`src/rtl/cbsc_pkg.sv`:
```
package cbsc_pkg;

   localparam int unsigned NUM_EVT = 2;

   typedef enum logic [0:0] {
      EVT_INTR = 1'b0,
      EVT_WAKE = 1'b1
   } evt_idx_e;

   typedef logic [NUM_EVT-1:0] evt_vec_t;

endpackage

```
`src/rtl/cbsc_flag.sv`:
```
module cbsc_flag #(
   parameter bit CLR_GATED = 1'b0
) (
   input  logic clk,
   input  logic rst_n,
   input  logic set_i,
   input  logic clr_i,
   input  logic clr_ok_i,
   output logic q_o
);

   logic clr_eff;
   logic q_r;

   generate
      if (CLR_GATED) begin : g_gated
         assign clr_eff = clr_i & clr_ok_i;
      end else begin : g_plain
         logic unused_ok;
         assign unused_ok = clr_ok_i;
         assign clr_eff   = clr_i;
      end
   endgenerate

   always_ff @(posedge clk or negedge rst_n) begin
      if (!rst_n) q_r <= 1'b0;
      else        q_r <= set_i | (q_r & ~clr_eff);
   end

   assign q_o = q_r;

   a_r8_set_wins: assert property (@(posedge clk) disable iff (!rst_n)
      set_i |=> q_o);

   generate
      if (CLR_GATED) begin : g_chk_gated
         a_r2_hold_unserviced: assert property (@(posedge clk) disable iff (!rst_n)
            (q_o && !clr_ok_i) |=> q_o);
      end
   endgenerate

endmodule

```
`src/rtl/cbsc_mask_reg.sv`:
```
module cbsc_mask_reg #(
   parameter int unsigned WIDTH = 2
) (
   input  logic             clk,
   input  logic             rst_n,
   input  logic             we_i,
   input  logic [WIDTH-1:0] d_i,
   output logic [WIDTH-1:0] q_o
);

   generate
      if (WIDTH < 1) begin : g_bad_width
         $error("cbsc_mask_reg: WIDTH must be at least 1");
      end
   endgenerate

   logic [WIDTH-1:0] q_r;

   always_ff @(posedge clk or negedge rst_n) begin
      if (!rst_n)    q_r <= '0;
      else if (we_i) q_r <= d_i;
   end

   assign q_o = q_r;

   a_r11_mask_holds: assert property (@(posedge clk) disable iff (!rst_n)
      !we_i |=> (q_o == $past(q_o)));

endmodule

```
`src/rtl/cbsc_rd_port.sv`:
```
module cbsc_rd_port
   import cbsc_pkg::*;
#(
   parameter int unsigned DATA_W    = 32,
   parameter int unsigned ADDR_W    = 4,
   parameter int unsigned EVT_OFFS  = 0,
   parameter int unsigned MASK_OFFS = 1,
   parameter int unsigned INTR_POS  = 15,
   parameter int unsigned WAKE_POS  = 4
) (
   input  logic              clk,
   input  logic              por_n,
   input  logic              func_rst_n,
   input  logic              rd_i,
   input  logic              en_i,
   input  logic [ADDR_W-1:0] addr_i,
   input  evt_vec_t          flags_i,
   input  evt_vec_t          mask_i,
   output logic [DATA_W-1:0] rdata_o,
   output logic              rvalid_o
);

   localparam logic [ADDR_W-1:0] EVT_A  = EVT_OFFS[ADDR_W-1:0];
   localparam logic [ADDR_W-1:0] MASK_A = MASK_OFFS[ADDR_W-1:0];

   logic              rst_n;
   logic [DATA_W-1:0] evt_word;
   logic [DATA_W-1:0] mask_word;
   logic [DATA_W-1:0] sel_word;

   assign rst_n = por_n & func_rst_n;

   always_comb begin
      evt_word            = '0;
      evt_word[INTR_POS]  = flags_i[EVT_INTR];
      evt_word[WAKE_POS]  = flags_i[EVT_WAKE];
      mask_word           = '0;
      mask_word[INTR_POS] = mask_i[EVT_INTR];
      mask_word[WAKE_POS] = mask_i[EVT_WAKE];
   end

   always_comb begin
      sel_word = '0;
      if (en_i) begin
         if (addr_i == EVT_A)       sel_word = evt_word;
         else if (addr_i == MASK_A) sel_word = mask_word;
      end
   end

   always_ff @(posedge clk or negedge rst_n) begin
      if (!rst_n) begin
         rdata_o  <= '0;
         rvalid_o <= 1'b0;
      end else begin
         rvalid_o <= rd_i;
         if (rd_i) rdata_o <= sel_word;
      end
   end

   a_r12_rvalid_follows: assert property (@(posedge clk) disable iff (!rst_n)
      rd_i |=> rvalid_o);
   a_r12_rvalid_single: assert property (@(posedge clk) disable iff (!rst_n)
      !rd_i |=> !rvalid_o);
   a_r10_pci_read_zero: assert property (@(posedge clk) disable iff (!rst_n)
      (rd_i && !en_i) |=> (rdata_o == '0));

endmodule

```
`src/rtl/cbsc_event_regs.sv`:
```
module cbsc_event_regs
   import cbsc_pkg::*;
#(
   parameter int unsigned DATA_W    = 32,
   parameter int unsigned ADDR_W    = 4,
   parameter int unsigned EVT_OFFS  = 0,
   parameter int unsigned MASK_OFFS = 1,
   parameter int unsigned INTR_POS  = 15,
   parameter int unsigned WAKE_POS  = 4,
   parameter bit          CSC_REG   = 1'b0
) (
   input  logic              clk,
   input  logic              por_n,
   input  logic              func_rst_n,
   input  logic              cardbus_mode,
   input  logic              reg_wr,
   input  logic              reg_rd,
   input  logic [ADDR_W-1:0] reg_addr,
   input  logic [DATA_W-1:0] reg_wdata,
   input  logic [DATA_W/8-1:0] reg_be,
   output logic [DATA_W-1:0] reg_rdata,
   output logic              reg_rvalid,
   input  logic              irq_src,
   input  logic              irq_serviced,
   input  logic              wake_src,
   input  logic              pme_clr_wr,
   output logic              pme_status,
   output logic              csc_out
);

   localparam logic [ADDR_W-1:0] EVT_A  = EVT_OFFS[ADDR_W-1:0];
   localparam logic [ADDR_W-1:0] MASK_A = MASK_OFFS[ADDR_W-1:0];

   generate
      if (DATA_W < 16 || DATA_W % 8 != 0) begin : g_bad_dw
         $error("cbsc_event_regs: DATA_W must be a multiple of 8, at least 16");
      end
      if (INTR_POS >= DATA_W || WAKE_POS >= DATA_W || INTR_POS == WAKE_POS) begin : g_bad_pos
         $error("cbsc_event_regs: event bit positions invalid");
      end
      if (EVT_OFFS == MASK_OFFS || EVT_OFFS >= (1 << ADDR_W) || MASK_OFFS >= (1 << ADDR_W)) begin : g_bad_offs
         $error("cbsc_event_regs: register offsets invalid");
      end
   endgenerate

   logic unused_bits;
   assign unused_bits = ^{reg_be, reg_wdata};

   logic     wr_evt, wr_mask;
   evt_vec_t set_vec, clr_vec, ok_vec, flags, mask, mask_d, pend;

   assign wr_evt  = reg_wr & cardbus_mode & (reg_addr == EVT_A);
   assign wr_mask = reg_wr & cardbus_mode & (reg_addr == MASK_A);

   assign set_vec[EVT_INTR] = irq_src;
   assign set_vec[EVT_WAKE] = wake_src;
   assign clr_vec[EVT_INTR] = wr_evt & reg_wdata[INTR_POS];
   assign clr_vec[EVT_WAKE] = (wr_evt & reg_wdata[WAKE_POS]) | pme_clr_wr;
   assign ok_vec[EVT_INTR]  = irq_serviced;
   assign ok_vec[EVT_WAKE]  = 1'b1;
   assign mask_d[EVT_INTR]  = reg_wdata[INTR_POS];
   assign mask_d[EVT_WAKE]  = reg_wdata[WAKE_POS];

   generate
      for (genvar i = 0; i < NUM_EVT; i++) begin : g_evt
         cbsc_flag #(.CLR_GATED(i == EVT_INTR)) u_flag (
            .clk     (clk),
            .rst_n   (por_n),
            .set_i   (set_vec[i]),
            .clr_i   (clr_vec[i]),
            .clr_ok_i(ok_vec[i]),
            .q_o     (flags[i])
         );
      end
   endgenerate

   cbsc_flag #(.CLR_GATED(1'b0)) u_pme (
      .clk     (clk),
      .rst_n   (por_n),
      .set_i   (wake_src),
      .clr_i   (clr_vec[EVT_WAKE]),
      .clr_ok_i(1'b1),
      .q_o     (pme_status)
   );

   cbsc_mask_reg #(.WIDTH(NUM_EVT)) u_mask (
      .clk  (clk),
      .rst_n(por_n),
      .we_i (wr_mask),
      .d_i  (mask_d),
      .q_o  (mask)
   );

   cbsc_rd_port #(
      .DATA_W   (DATA_W),
      .ADDR_W   (ADDR_W),
      .EVT_OFFS (EVT_OFFS),
      .MASK_OFFS(MASK_OFFS),
      .INTR_POS (INTR_POS),
      .WAKE_POS (WAKE_POS)
   ) u_rd (
      .clk       (clk),
      .por_n     (por_n),
      .func_rst_n(func_rst_n),
      .rd_i      (reg_rd),
      .en_i      (cardbus_mode),
      .addr_i    (reg_addr),
      .flags_i   (flags),
      .mask_i    (mask),
      .rdata_o   (reg_rdata),
      .rvalid_o  (reg_rvalid)
   );

   assign pend = flags & mask;

   generate
      if (CSC_REG) begin : g_csc_reg
         logic csc_r;
         always_ff @(posedge clk or negedge por_n) begin
            if (!por_n) csc_r <= 1'b0;
            else        csc_r <= |pend;
         end
         assign csc_out = csc_r;
      end else begin : g_csc_comb
         assign csc_out = |pend;
      end
   endgenerate

   a_r1_intr_sets: assert property (@(posedge clk) disable iff (!por_n)
      irq_src |=> flags[EVT_INTR]);
   a_r3_wake_and_pme_set: assert property (@(posedge clk) disable iff (!por_n)
      wake_src |=> (flags[EVT_WAKE] && pme_status));
   a_r4_wake_pme_clear_together: assert property (@(posedge clk) disable iff (!por_n)
      (clr_vec[EVT_WAKE] && !wake_src) |=> (!flags[EVT_WAKE] && !pme_status));
   a_r10_pci_write_ignored: assert property (@(posedge clk) disable iff (!por_n)
      (reg_wr && !cardbus_mode && !irq_src && !wake_src && !pme_clr_wr)
      |=> (flags == $past(flags) && mask == $past(mask)));
   a_r11_csc_idle_when_masked: assert property (@(posedge clk) disable iff (!por_n)
      (mask == '0 && !CSC_REG) |-> !csc_out);

endmodule

```
`config.mk`:
```
export PLATFORM = sky130hd
export DESIGN_NAME = cbsc_event_regs
export DESIGN_NICKNAME = d
export VERILOG_FILES = /design/src/rtl/cbsc_pkg.sv /design/src/rtl/cbsc_flag.sv /design/src/rtl/cbsc_mask_reg.sv /design/src/rtl/cbsc_rd_port.sv /design/src/rtl/cbsc_event_regs.sv
export SDC_FILE = /design/constraint.sdc
export NUM_CORES = 1
export LEC_CHECK = 0
export CAP_MARGIN = 10
export CORE_MARGIN = 2
export CORE_UTILIZATION = 26
export CTS_CLUSTER_SIZE = 16
export DETAILED_ROUTE_END_ITERATION = 8
export PLACE_DENSITY = 0.88
export SETUP_SLACK_MARGIN = 0.4
export SYNTH_ARGS = -nofsm -noshare
export SYNTH_HDL_FRONTEND = slang
export SYNTH_HIERARCHICAL = 1
export SYNTH_SLANG_ARGS = --single-unit
```
`constraint.sdc`:
```
create_clock -name clk -period 1.3 [get_ports clk]
set_input_delay 0.39 -clock clk [delete_from_list [all_inputs] [get_ports clk]]
set_output_delay 0.39 -clock clk [all_outputs]
set_load 0.02 [all_outputs]
```
# ---- Word-level counts from Yosys, hierarchy flattened
# Index checks and enable logic that the tools add are counted.
dict set report op_classes {
  n_eq_ne 1
  mux 3
  bitwise_logic 17
  n_reduce_logical 2
}
# operator n
set op_table {}
lappend op_table {{32-bit two-way mux} 2}
lappend op_table {{16-bit two-way mux} 1}
lappend op_table {{1-bit AND} 10}
lappend op_table {{4-bit by 1-bit == test with 1-bit output (second input constant)} 1}
lappend op_table {{4-bit zero test} 1}
lappend op_table {{1-bit OR} 4}
lappend op_table {{2-bit AND} 1}
lappend op_table {{1-bit inverter} 2}
lappend op_table {{2-bit OR reduction} 1}
dict set report word_totals {
  regBits 38
  in_bits 50
  out_inout_bits 35
  wordCells 29
}

# ---- Longest topological paths before layout
dict set report logic_depth {
  ltp_word 7
  depth_mapped 4
  ltp_nobuf 4
}

# ---- Hierarchy
# Netlist, hierarchy kept.
# module instances cells_each area_each_um2 seq_area_each_um2
set by_module_without_submodules {}
lappend by_module_without_submodules {cbsc_rd_port 1 43 375.4 75.1}
lappend by_module_without_submodules {cbsc_flag 3 3 36.3 25.0}
lappend by_module_without_submodules {cbsc_mask_reg 1 4 72.6 50.0}
lappend by_module_without_submodules {cbsc_event_regs 1 8 58.8 0.0}

# ---- Worst setup path before layout
# No wires, ideal clock.
dict set report synth_timing {
  path_type {in2reg}
  startpoint {input port reg_addr[1]}
  endpoint {register u_mask.q_r[0], in the netlist u_mask/q_o[0]}
  setup_ns 0.125
  arrival_ns 1.291
  required_time_ns 1.175
  setup_slack_ns -0.116
  cell_stages 3
  n_path_buf 0
  cell_sequence {nand3b_1 > nor4b_1 > mux2_2}
}
dict set report synth_between {
  elab_chain_len 2
}
# element line
set synth_lines {}
lappend synth_lines {{start: declaration} cbsc_event_regs.sv:18} ;# input logic [ADDR_W-1:0] reg_addr,
lappend synth_lines {{4-bit by 1-bit == test with 1-bit output} cbsc_event_regs.sv:53} ;# assign wr_mask = reg_wr & cardbus_mode & (reg_addr == MASK_A);
lappend synth_lines {{1-bit AND} cbsc_event_regs.sv:53}
lappend synth_lines {{via wr_mask} cbsc_event_regs.sv:49} ;# logic wr_evt, wr_mask;
lappend synth_lines {{end signal: assignment} cbsc_mask_reg.sv:21} ;# else if (we_i) q_r <= d_i;
lappend synth_lines {{end: declaration} cbsc_mask_reg.sv:17} ;# logic [WIDTH-1:0] q_r;
# The timed path passes the listed nets, and every way through them passes these cells.
# A chain may end at the register's enable or synchronous reset.

# ---- Worst setup path after layout
dict set report layout_timing {
  startpoint {register u_mask.q_r[0], in the netlist u_mask/q_o[0]}
  endpoint {output port csc_out}
}
dict set report layout_between {
  elab_chain_len 2
}
# element line
set layout_lines {}
lappend layout_lines {{2-bit AND} cbsc_event_regs.sv:114} ;# assign pend = flags & mask;
lappend layout_lines {{2-bit OR reduction} cbsc_event_regs.sv:125} ;# assign csc_out = |pend;
lappend layout_lines {{end: declaration} cbsc_event_regs.sv:28} ;# output logic csc_out
# No other way between the ends.

==> flow_metrics.py <==
metrics = {
    "outcome": {
        "status": "finished, violations left",
        "violations": "negative setup slack",
    },
    "routing": {
        "routed_via_density": 3.86,
        "ant_nets": 0,
        "num_vias": 490,
        "wire_per_inst_um": 10.6,
        "drt_iter0_markers": 1,
        "drtPass1Iterations": 4,
        "finalWirelength_um": 1340,
        "drc_errors": 0,
    },
    "synthesis": {
        "syn_avg_cell_area_um2": 9.71,
        "synth_area_um2": 612,
        "syn_inst": 63,
        "ys_warn_count": 6,
    },
    "finish": {
        "nets": 151,
        "fill_cells": 210,
        "diodes": 0,
        "regArea_um2": 200,
        "area_growth_pct": 49.9,
        "final_cell_count_no_fill": 127,
        "multiInputGateArea_um2": 340,
        "drive_gt1_frac": 0.374,
    },
    "global_route": {
        "grt_max_degree": 6,
        "overflow": 0,
        "track_usage": 0.101,
        "grt_pass1_wl_um": 1850,
        "grt_pass1_vias": 429,
        "antenna_found_initial": 0,
    },
    "critical_path": {
        "crit_fanout": 2,
        "required_ns": 0.91,
        "end_kind": "output pin",
        "critPathKind": "flip-flop to output pin",
        "worstPathArrival_ns": 1.03,
        "critPathLaunchType": "flip-flop",
    },
    "pwr": {
        "ir_worst_vdd_uv": 651,
        "p_per_area_nw_per_um2": 844,
        "sw_frac_of_total": 0.328,
        "pwr-share-comb": 0.397,
        "p_int_mw": 0.520,
        "p_switching_mw": 0.254,
        "p_clk_frac": 0.237,
        "p_leak_nw": 0.474,
        "seqPwrFrac": 0.366,
    },
    "clocking": {
        "root_buffer": "clkbuf_4",
        "cts_max_level": 1,
        "cts_max_path_buffers": 2,
        "clock-sinks": 8,
        "cts_tree": "yes",
        "cts_buffers": 3,
        "clk_latency_ns": 0.25,
        "cts_hold_buf": 0,
        "clkSlewWorstSetupHoldPaths_ns": 0.05,
    },
    "placed_design": {
        "dp.cells": 118,
        "hpwl_um": 1030,
        "portBuffers": 20,
        "dpl_worst_slack_ns": -0.616,
        "place.gp.congestion": 0.772,
    },
    "floorplanning": {
        "fp.dieW_um": 52.5,
        "die_y_um": 52.5,
        "die_area_um2": 2760,
        "io_pins": 85,
        "core_area_um2": 2210,
        "rows": 17,
        "start_util": 0.277,
    },
    "sta": {
        "hold_viol": 0,
        "holdWs_ns": 0.394,
        "finalClockSkew_ns": 0.00142,
        "slew_viol_final": 0,
        "layout_setup_ws_ns": -0.117,
        "period_share": 1.09,
        "finalSetupViolations": 1,
        "tns_ns": -0.117,
        "rsz0062_at_grt": "yes",
        "fmax_ghz": 0.706,
        "period_needed_ns": 1.42,
    },
    "flow_run": {
        "max_cap_viol_count": 0,
    },
    "hold_path": {
        "worstHoldPathType": "input port to flip-flop",
    },
}
-- cell type report --
cell class              count  area share
repair buffers             34       0.336
well taps                  28      0.0382
inverters                   3      0.0123
multi-input cells          51       0.371
flip-flops and latches      8       0.218
clock buffers               3      0.0246
-- worst paths after layout --
kind / start / end / slack, ns / cells after the start
setup / recovery: u_mask/q_o[0] / csc_out / -0.12 / 2
hold / removal: reg_wdata[4] / u_mask/q_o[1] / 0.39 / 2
max in group asynchronous: por_n / u_rd/rdata_o[15] / 0.69 / 2
setup reg to reg: u_mask/q_o[0] / u_mask/q_o[0] / 0.26 / 3
min in group asynchronous: func_rst_n / u_rd/rdata_o[4] / 0.42 / 2
hold reg to reg: u_pme/q_o / u_pme/q_o / 0.51 / 1
-- what timing repair did --
| action | in CTS | in global routing |
|---|---|---|
| setup buffers | 4 | 2 |
| setup endpoints to repair | 12 | 12 |
| pin swaps | 11 | 8 |
| gates resized for setup | 65 | 7 |
-- cells in the final DEF, fill, tap and decap left out, drive strengths merged --
| master | n |
|---|---|
| mux2i | 2 |
| a21o | 3 |
| or4b | 2 |
| clkdlybuf4s50 | 7 |
| nor4 | 1 |
| nand2 | 1 |
| inv | 3 |
| o31ai | 2 |
| dfrtp | 8 |
| a22o | 1 |
| nor4b | 1 |
| nand2b | 3 |
| and2 | 1 |
| dlygate4sd2 | 1 |
| clkbuf | 3 |
| nand3b | 1 |
| conb | 30 |
| o21bai | 1 |
| mux2 | 2 |
| buf | 26 |
-- stage by stage --
step	util	power (mW)	instance area (µm²)
finish	0.415	0.774	917
floorplan	-	0.501	736
CTS	0.390	0.753	863
detailed placement	0.364	0.554	806
global route	0.415	0.832	917
global placement	0.364	0.549	806
-- power groups by stage --
stage | sequential (mW) | combinational, mW | clock, mW
after floorplan | 0.293 | 0.208 | 0
after global placement | 0.285 | 0.264 | 0
after detailed placement | 0.286 | 0.268 | 0
after CTS | 0.282 | 0.276 | 0.195
after global routing | 0.286 | 0.327 | 0.219
final | 0.284 | 0.307 | 0.183
-- state kept, by name, summed over array words and instances (netlist names) --
signal	flops
g_evt.u_flag/q_o	2
u_mask/q_o	2
u_rd/rdata_o	2
u_pme/q_o	1
u_rd/rvalid_o	1
-- worst max-delay path, cell delays in order, from the launching register on --
cell and delay, ns:
dfrtp_1 0.39, a22o_4 0.26, buf_6 0.13
-- routing by layer --
| layer | up-vias | routed length (µm) | global-route usage |
|---|---|---|---|
| li1 | 222 | - | - |
| met1 | 231 | 405 | 0.0842 |
| met2 | 33 | 771 | 0.175 |
| met3 | 4 | 130 | 0.0657 |
| met4 | 0 | 36 | 0.0641 |
| met5 | - | 0 | 0 |
Power figures use the tool's default switching activity.
